===== src/rtl/btg_pkg.sv =====
package btg_pkg;
    typedef enum logic [1:0] {
        FMT_SEQ  = 2'd0,
        FMT_PAGE = 2'd1,
        FMT_REL  = 2'd2,
        FMT_ABS  = 2'd3
    } btg_fmt_e;
endpackage


===== src/rtl/btg_page_calc.sv =====
module btg_page_calc #(
    parameter int ADDR_W = 16,
    parameter int PAGE_W = 11,
    parameter int OFS_W  = 8
) (
    input  logic [ADDR_W-PAGE_W-1:0] base_hi,
    input  logic [PAGE_W-OFS_W-1:0]  pg_sel,
    input  logic [OFS_W-1:0]         lo,
    output logic [ADDR_W-1:0]        tgt
);
    // upper bits are kept from the following instruction, the page offset is replaced
    always_comb begin
        tgt = {base_hi, pg_sel, lo};
    end
endmodule


===== src/rtl/btg_rel_calc.sv =====
module btg_rel_calc #(
    parameter int ADDR_W = 16,
    parameter int OFS_W  = 8
) (
    input  logic [ADDR_W-1:0] base,
    input  logic [OFS_W-1:0]  disp,
    output logic [ADDR_W-1:0] tgt
);
    localparam int EXT_W = ADDR_W - OFS_W;
    logic [ADDR_W-1:0] disp_x;

    always_comb begin
        disp_x = {{EXT_W{disp[OFS_W-1]}}, disp};
        tgt    = base + disp_x; // wraps modulo 2**ADDR_W
    end
endmodule


===== src/rtl/btg_abs_calc.sv =====
module btg_abs_calc #(
    parameter int ADDR_W = 16,
    parameter int OFS_W  = 8
) (
    input  logic [ADDR_W-OFS_W-1:0] hi,
    input  logic [OFS_W-1:0]        lo,
    output logic [ADDR_W-1:0]       tgt
);
    always_comb begin
        tgt = {hi, lo};
    end
endmodule


===== src/rtl/branch_target_gen.sv =====
module branch_target_gen
    import btg_pkg::*;
#(
    parameter int ADDR_W = 16,
    parameter int PAGE_W = 11,
    parameter int OFS_W  = 8
) (
    input  logic                     clk,
    input  logic                     rst_n,
    input  logic                     req_vld,
    input  logic [1:0]               fmt,
    input  logic                     taken,
    input  logic [ADDR_W-1:0]        fall_pc,
    input  logic [PAGE_W-OFS_W-1:0]  pg_sel,
    input  logic [OFS_W-1:0]         opnd_lo,
    input  logic [ADDR_W-OFS_W-1:0]  opnd_hi,
    output logic                     nxt_vld,
    output logic [ADDR_W-1:0]        nxt_pc
);
    localparam int HI_W  = ADDR_W - PAGE_W;
    localparam int SEL_W = PAGE_W - OFS_W;

    typedef struct packed {
        logic              vld;
        logic [ADDR_W-1:0] pc;
    } st_t;

    st_t st_d, st_q;
    btg_fmt_e fmt_e;
    logic [ADDR_W-1:0] page_tgt, rel_tgt, abs_tgt;

    btg_page_calc #(.ADDR_W(ADDR_W), .PAGE_W(PAGE_W), .OFS_W(OFS_W)) u_page (
        .base_hi (fall_pc[ADDR_W-1:PAGE_W]),
        .pg_sel  (pg_sel),
        .lo      (opnd_lo),
        .tgt     (page_tgt)
    );

    btg_rel_calc #(.ADDR_W(ADDR_W), .OFS_W(OFS_W)) u_rel (
        .base (fall_pc),
        .disp (opnd_lo),
        .tgt  (rel_tgt)
    );

    btg_abs_calc #(.ADDR_W(ADDR_W), .OFS_W(OFS_W)) u_abs (
        .hi  (opnd_hi),
        .lo  (opnd_lo),
        .tgt (abs_tgt)
    );

    always_comb begin
        fmt_e     = btg_fmt_e'(fmt);
        st_d      = st_q;
        st_d.vld  = req_vld;
        if (req_vld) begin
            st_d.pc = fall_pc;
            if (taken) begin
                unique case (fmt_e)
                    FMT_PAGE: st_d.pc = page_tgt;
                    FMT_REL:  st_d.pc = rel_tgt;
                    FMT_ABS:  st_d.pc = abs_tgt;
                    default:  st_d.pc = fall_pc;
                endcase
            end
        end
    end

    always_ff @(posedge clk) begin
        if (!rst_n) begin
            st_q <= '0;
        end else begin
            st_q <= st_d;
        end
    end

    assign nxt_vld = st_q.vld;
    assign nxt_pc  = st_q.pc;

    // ---------------- assertions ----------------
    assert_vld_follows_R2: assert property (@(posedge clk) disable iff (!rst_n)
        req_vld |=> nxt_vld);
    assert_vld_drops_R2: assert property (@(posedge clk) disable iff (!rst_n)
        !req_vld |=> !nxt_vld);
    assert_hold_idle_R3: assert property (@(posedge clk) disable iff (!rst_n)
        (!req_vld && $past(rst_n)) |=> $stable(nxt_pc));
    assert_not_taken_R4: assert property (@(posedge clk) disable iff (!rst_n)
        (req_vld && !taken) |=> nxt_pc == $past(fall_pc));
    assert_seq_fmt_R5: assert property (@(posedge clk) disable iff (!rst_n)
        (req_vld && fmt == 2'd0) |=> nxt_pc == $past(fall_pc));
    assert_same_page_R6: assert property (@(posedge clk) disable iff (!rst_n)
        (req_vld && taken && fmt == 2'd1)
        |=> nxt_pc[ADDR_W-1:PAGE_W] == $past(fall_pc[ADDR_W-1:PAGE_W]));
    assert_abs_load_R8: assert property (@(posedge clk) disable iff (!rst_n)
        (req_vld && taken && fmt == 2'd3) |=> nxt_pc == $past({opnd_hi, opnd_lo}));

    always_comb begin
        if (rst_n && req_vld && taken && fmt == 2'd1) begin
            assert_page_field_R6: assert (page_tgt[PAGE_W-1:0] == {pg_sel, opnd_lo});
        end
    end

    if (SEL_W < 1 || HI_W < 1) begin : g_bad_cfg
        initial $error("branch_target_gen: PAGE_W must lie between OFS_W and ADDR_W");
    end
endmodule


===== config.mk =====
export PLATFORM = sky130hd
export DESIGN_NAME = branch_target_gen
export DESIGN_NICKNAME = d
export VERILOG_FILES = /design/src/rtl/btg_pkg.sv /design/src/rtl/btg_page_calc.sv /design/src/rtl/btg_rel_calc.sv /design/src/rtl/btg_abs_calc.sv /design/src/rtl/branch_target_gen.sv
export SDC_FILE = /design/constraint.sdc
export NUM_CORES = 1
export LEC_CHECK = 0
export ABC_CLOCK_PERIOD_IN_PS = 2600
export BUFFER_PORTS_ARGS = -buffer_cell sky130_fd_sc_hd__buf_2
export CAP_MARGIN = 10
export CORE_MARGIN = 2
export CORE_UTILIZATION = 45
export DETAILED_ROUTE_END_ITERATION = 16
export GPL_TIMING_DRIVEN = 0
export PLACE_DENSITY = 0.8
export SLEW_MARGIN = 5
export SYNTH_ARGS = -nofsm -noshare
export SYNTH_HDL_FRONTEND = slang
export SYNTH_SLANG_ARGS = --single-unit
export TNS_END_PERCENT = 50

===== constraint.sdc =====
create_clock -name clk -period 2.6 [get_ports clk]
set_clock_uncertainty 0.1 [all_clocks]
set_input_delay 0.13 -clock clk [delete_from_list [all_inputs] [get_ports clk]]
set_output_delay 0.13 -clock clk [all_outputs]
set_load 0.1 [all_outputs]

==> results of run 1 <==
==> logic make-up after synthesis <==
group                      count (synthesis)  share of synthesized area
and+or+nand+nor                           70                      0.200
adders and majority gates                 16                      0.125
DFF                                       17                      0.204
buffers and inverters                     19                     0.0428
muxes                                      2                     0.0120
AOI/OAI and AO/OA                         90                      0.363
xor gates and xnor gates                  10                     0.0526
==> report_power, final <==
| group | leakage (nW) | total (mW) | internal, mW | switching (mW) |
|---|---|---|---|---|
| sequential | 0.141 | 0.292 | 0.282 | 0.0100 |
| combinational | 0.798 | 0.503 | 0.150 | 0.353 |
| clock | 0.0255 | 0.210 | 0.107 | 0.103 |
| total | 0.964 | 1.00 | 0.538 | 0.466 |
==> critical path, delay by kind of cell <==
family          cells  cell delay, ps
compound gates      5             980
xor+xnor            1             110
buf+inv             2             160
fa+ha+maj           2             560
simple gates        1             210
==> cells in the final DEF, fill, tap and decap left out, types with 2 or more instances in the layout <==
master	instances
clkbuf_1	9
a221oi_1	7
xnor2_1	6
a32o_1	2
nor3_1	4
nor2_1	20
a31oi_1	6
nand4_1	5
and3_1	2
clkbuf_8	3
dfxtp_1	17
o21ai_0	16
buf_2	56
mux2i_1	2
inv_1	10
a211oi_1	2
a21oi_1	28
xor2_1	4
nand2b_1	4
nor2b_1	5
a22o_1	2
o21a_1	3
nand2_1	20
o221ai_1	2
a21o_1	7
nand3_1	4
nor4_1	2
a211o_1	2
ha_1	15
==> area by class of cell <==
type                       instances  area share
multi-input combinational        188       0.611
buffer                             9      0.0165
timing repair buffer              56       0.137
inverter                          10      0.0183
clock inverter                     1     0.00244
clock buffer                       3      0.0201
tap                               48      0.0293
sequential                        17       0.166
==> per-stage QoR <==
step                      std cells  utilization  worst slack (ps)  instance area [sq um]
after floorplan                 224            -               608                   1670
after global placement          328        0.557               259                   2010
after detailed placement        328        0.557               240                   2010
after CTS                       332        0.569               511                   2050
after global routing            332        0.569               306                   2050
final                           332        0.569               493                   2050
==> state kept, by name, indices dropped and copies added, names as in the netlist <==
register / cells
nxt_vld: 1
nxt_pc: 16
==> worst min-delay path by stage <==
stage | startpoint | end | slack (ps) | cells after the start
floorplan | rst_n | nxt_pc[11] | 170 | 2
global placement | fall_pc[3] | nxt_pc[3] | 320 | 3
finish | fall_pc[3] | nxt_pc[3] | 60 | 3
CTS | fall_pc[3] | nxt_pc[3] | 60 | 3
detailed placement | fall_pc[3] | nxt_pc[3] | 320 | 3
global route | fall_pc[3] | nxt_pc[3] | 90 | 3
==> routing by layer <==
metal | track usage | part of all wire | up-vias
met2 | 0.412 | 0.45 | 105
met4 | 0.128 | 0.033 | 0
met3 | 0.0243 | 0.086 | 18
li1 | - | - | 961
met5 | 0 | 0 | -
met1 | 0.341 | 0.43 | 916
==> cell usage after synthesis (4+ instances only) <==
master	number	area [sq um]
o21ai_0	16	80.1
nand4_1	5	31.3
xnor2_1	6	52.6
a21oi_1	28	140
a21o_1	7	52.6
nor3_1	4	20.0
nor2b_1	5	31.3
nand2b_1	4	25.0
inv_1	10	37.5
ha_1	15	188
a221oi_1	7	61.3
xor2_1	4	35.0
dfxtp_1	17	340
a31oi_1	6	37.5
clkbuf_1	9	33.8
nand2_1	20	75.1
nor2_1	20	75.1
nand3_1	4	20.0
==> results.cfg, run 1 <==
[outcome]
outcome = finished, final reports clean

[finish]
layout-drive-gt1-share = 0.229
antennaDiodeCount = 0
area_growth_pct = 23.2
register_area_sq_um = 340
final_nets = 342
multi_input_area_sq_mm = 0.00125
fill_cells = 337

[logic_synthesis]
syn_inst = 224
avgSynthCellArea_sq_um = 7.44
synth_async_sr_flop_share = 0
ys_types = 45
synth-main-ff-cell = dfxtp_1
ys_ff_latch = 17
synthesis.nets = 281
synth_edf_count = 0
yosys_warnings = 0
ys_seq_area_frac = 0.204
synth_area_sq_mm = 0.00167

[critical_path]
startpoint = fall_pc[0]
reg2reg_to = nxt_pc[13]
required_ps = 2660
slowest_stage = fa_1
critPathCapture = nxt_pc[14]
r2r_start = nxt_pc[13]
worstSetupPathType = in2reg
ff2ff_setup_slack_ps = 1360
cpMostUsedCell = a21oi_1
reg2regPathDepth = 3
slowest_delay_ps = 370
crit_fanout = 3
end_kind = flip-flop
cp.arrival_ps = 2160
cp_cell_sequence = buf_2, ha_1, inv_1, fa_1, nand2b_2, a21oi_1, a211oi_2, o31a_1, a21oi_1, xor2_1, a21o_1
critPathLaunchType = primary input

[clock_tree]
cts_buffer_depth = 2
cts_buffers = 3
cts_root_buf = clkbuf_8
cts_max_level = 1
cts.clk_slew.worst_paths_ps = 70
post-cts-setup-buffers = 0
cts_resized = 0
cts_tree = yes
clock-sinks = 17
ctsHoldBuffers = 0
clk_latency_ps = 260

[detailed_routing]
drtPass1Iterations = 5
drc_errors = 0
drt-wirelength-per-cell_microns = 15.9
ant_nets = 0
drt_iter0_drc = 215
vias_per_cell = 6.02
vias = 2000
routed_wl_microns = 5280

[sta]
slew_headroom = 0.655
drv_slew = 0
hold_viol_final = 0
final-setup-viol-count = 0
setup_tns_ps = 0
fin_hold_ws_ps = 56.4
fmax_mhz = 475
finalCritPeriodShare = 0.810
layout_min_cycle_time_ps = 2110
rsz0062_at_grt = false
worstMarginPinSlew_ps = 518

[hold_path]
hold_class = in2reg

[grt]
antenna_found_initial = 0
grt_use_total = 0.257
grt_pass1_vias = 1860
grt_pass1_wl_microns = 8480
overflow = 0
grt_max_degree = 11

[floorplanning]
ioPinCount = 58
row_count = 22
start_util = 0.462
core_area_sq_mm = 0.00361
die_y_microns = 64.9
die-area_sq_mm = 0.00421
die_x_microns = 64.9

[placed_design]
post-dp-hpwl_microns = 4070
io_buffer_count = 56
place_congestion = 0.869

[pwr]
p_leak_nw = 0.964
vdd_drop_max_v = 0.000183
power_density_mw_per_mm2 = 489
total_power_mw = 1.00

[flow_run]
drv_cap = 0
(Power assumes the default switching activity.)
==> run 2: changes to the inputs <==
- ABC_AREA: not set -> 1
- ABC_CLOCK_PERIOD_IN_PS: 2600 -> 2100
- PLACE_DENSITY: 0.8 -> 0.79
- clock period: 2.6 -> 2.1 ns (I/O delays scaled with it)
==> run 2 against run 1 <==
  * Highest routed layer unchanged
  * First-iteration DRC count shrank 51%
  * Largest power group unchanged
  * Die area grew 10%
  * Synthesized cell count grew 42%
  * Via count grew 9.9%
  * Final cell count grew 29%
  * Setup slack lost 16 ps
  * Register-to-register slack lost 60 ps
  * Design area grew 9.0%
  * Global-route usage shrank 3.3 points
==> results.cfg, run 2 <==
[logic_synthesis]
avgSynthCellArea_sq_um = 5.81
syn_inst = 318
yosysMostFrequentCell = nand2_1
synth_top_area_cell = nand2_1
netlist_top_cells_area = nand2_1 23%, dfxtp_1 18%, inv_1 10%
synth_area_sq_mm = 0.00185
synth.top_cell.area_share = 0.232
ys_types = 32
ys_top_cells_by_count = 114 x nand2_1, 51 x inv_1, 28 x a21oi_1, 20 x nand3_1, 19 x o21ai_0
ys_seq_area_frac = 0.184
synth_edf_count = 0
ys_ff_latch = 17
synth_async_sr_flop_share = 0
synth-main-ff-cell = dfxtp_1
synthesis.nets = 375
yosys_warnings = 0

[detailed_routing]
drt_iter0_drc = 105
vias_per_cell = 5.13
ant_nets = 0
drc_errors = 0
drtPass1Iterations = 4
drt-wirelength-per-cell_microns = 11.6
routed_wl_microns = 4980
vias = 2197

[critical_path]
worstSetupPathType = in2reg
end_kind = flip-flop
slowest_stage = fa_1
cp.arrival_ps = 1710
cp_cell_sequence = buf_2, ha_1, inv_1, fa_1, inv_1, nand3_1, nand3_1, nand2_1, nand3_1, nor2_1, o21ai_0, nand2_1, a21oi_1
required_ps = 2190
path_buf_inv = 3
crit_fanout = 4
slowest_delay_ps = 360
path_delay_family = adder cells
critPathLaunchType = primary input
cpMostUsedCell = nand3_1

[grt]
grt_use_met2 = 0.397
use_met3 = 0.0510
grt_use_total = 0.223
top_usage_layer = met2
overflow = 0
grt_pass1_vias = 1884
antenna_found_initial = 0
grt_pass1_wl_microns = 7850
grt_max_degree = 11
grtUsageMet1 = 0.281

[finish]
fin_area_sq_mm = 0.00224
antennaDiodeCount = 0
area_growth_pct = 21.1
final_cell_mix = 114 x nand2_1, 57 x buf_2, 51 x inv_1, 28 x a21oi_1, 20 x nand3_1
layout-drive-gt1-share = 0.196
layout_commonest_cell = nand2_1
largest_reg_flops = 16
final_nets = 436

[clock_tree]
cts_root_buf = clkbuf_8
cts_buffers = 3
cts.clk_slew.worst_paths_ps = 60
cts_resized = 0
clock-sinks = 17
ctsHoldBuffers = 0
post-cts-setup-buffers = 0
cts_tree = yes
cts_buffer_depth = 2
cts_max_level = 1
clk_latency_ps = 250

[sta]
fmax_mhz = 616
rsz0062_at_grt = false
slew_headroom = 0.676
worstMarginPinSlew_ps = 489
finalCritPeriodShare = 0.773
drv_slew = 0
hold_viol_final = 0
setup_tns_ps = 0
final-setup-viol-count = 0
layout_min_cycle_time_ps = 1620

[placed_design]
post-dp-hpwl_microns = 4140
place_area_sq_mm = 0.00219
io_buffer_count = 56
place_congestion = 0.907

[floorplanning]
die_x_microns = 68.1
die-area_sq_mm = 0.00464
start_util = 0.465
ioPinCount = 58
die_y_microns = 68.1
row_count = 23
core_area_sq_mm = 0.00397

[hold_path]
hold_class = in2reg

[outcome]
outcome = finished, final reports clean

[flow_run]
drv_cap = 0

[pwr]
power_density_mw_per_mm2 = 540
p_leak_nw = 1.30
vdd_drop_max_v = 0.000379
run 2: where the power goes:
group	switching, mW	total, mW	internal, mW	leakage [nW]
Clock	0.109	0.241	0.132	0.0255
Sequential	0.0105	0.358	0.347	0.141
Combinational	0.437	0.610	0.173	1.14
Total	0.557	1.21	0.651	1.30
run 2: metal layers:
metal / part of all wire / wire length (microns)
met1: 0.45 / 2220
met2: 0.49 / 2420
met3: 0.062 / 311
met4: 0.0046 / 23
met5: 0 / 0
run 2: cell type report:
class | count | area (sq um)
multi-input cells | 241 | 1270
fillers | 417 | 1730
clock buffers | 3 | 41.3
repair buffers | 56 | 280
inverters | 52 | 195
plain buffers | 8 | 46.3
well taps | 50 | 62.6
clock inverters | 1 | 5.00
flip-flops and latches | 17 | 340
run 2: cells by family (layout without fill, tap and decap cells):
kind of cell | after synthesis | count (layout) | share of synthesized area
simple gates | 159 | 159 | 0.360
compound gates | 64 | 64 | 0.204
buf+inv | 60 | 120 | 0.131
flops | 17 | 17 | 0.184
fa+ha+maj | 16 | 16 | 0.112
xor+xnor | 2 | 2 | 0.00948
run 2: tightest hold or removal path: stages:
cell	delay (ps)
buf_2	120
o21ai_0	70
a41oi_1	50
run 2: metrics by stage:
stage	total power, mW	std cells	hold WS [ps]	util	worst slack [ps]
finish	1.21	428	44.1	0.563	478
detailed placement	0.970	424	306	0.552	224
CTS	1.21	428	32.6	0.563	493
global route	1.30	428	67.7	0.563	241
global placement	0.963	424	291	0.552	269
floorplan	0.828	318	147	-	562
run 2: final timing paths:
check | from | endpoint | slack, ps | cells after the start
max | fall_pc[0] | nxt_pc[8] | 480 | 13
min | rst_n | nxt_pc[0] | 40 | 3
max reg2reg | nxt_pc[4] | nxt_pc[4] | 1300 | 2
min reg2reg | nxt_pc[2] | nxt_pc[2] | 370 | 2
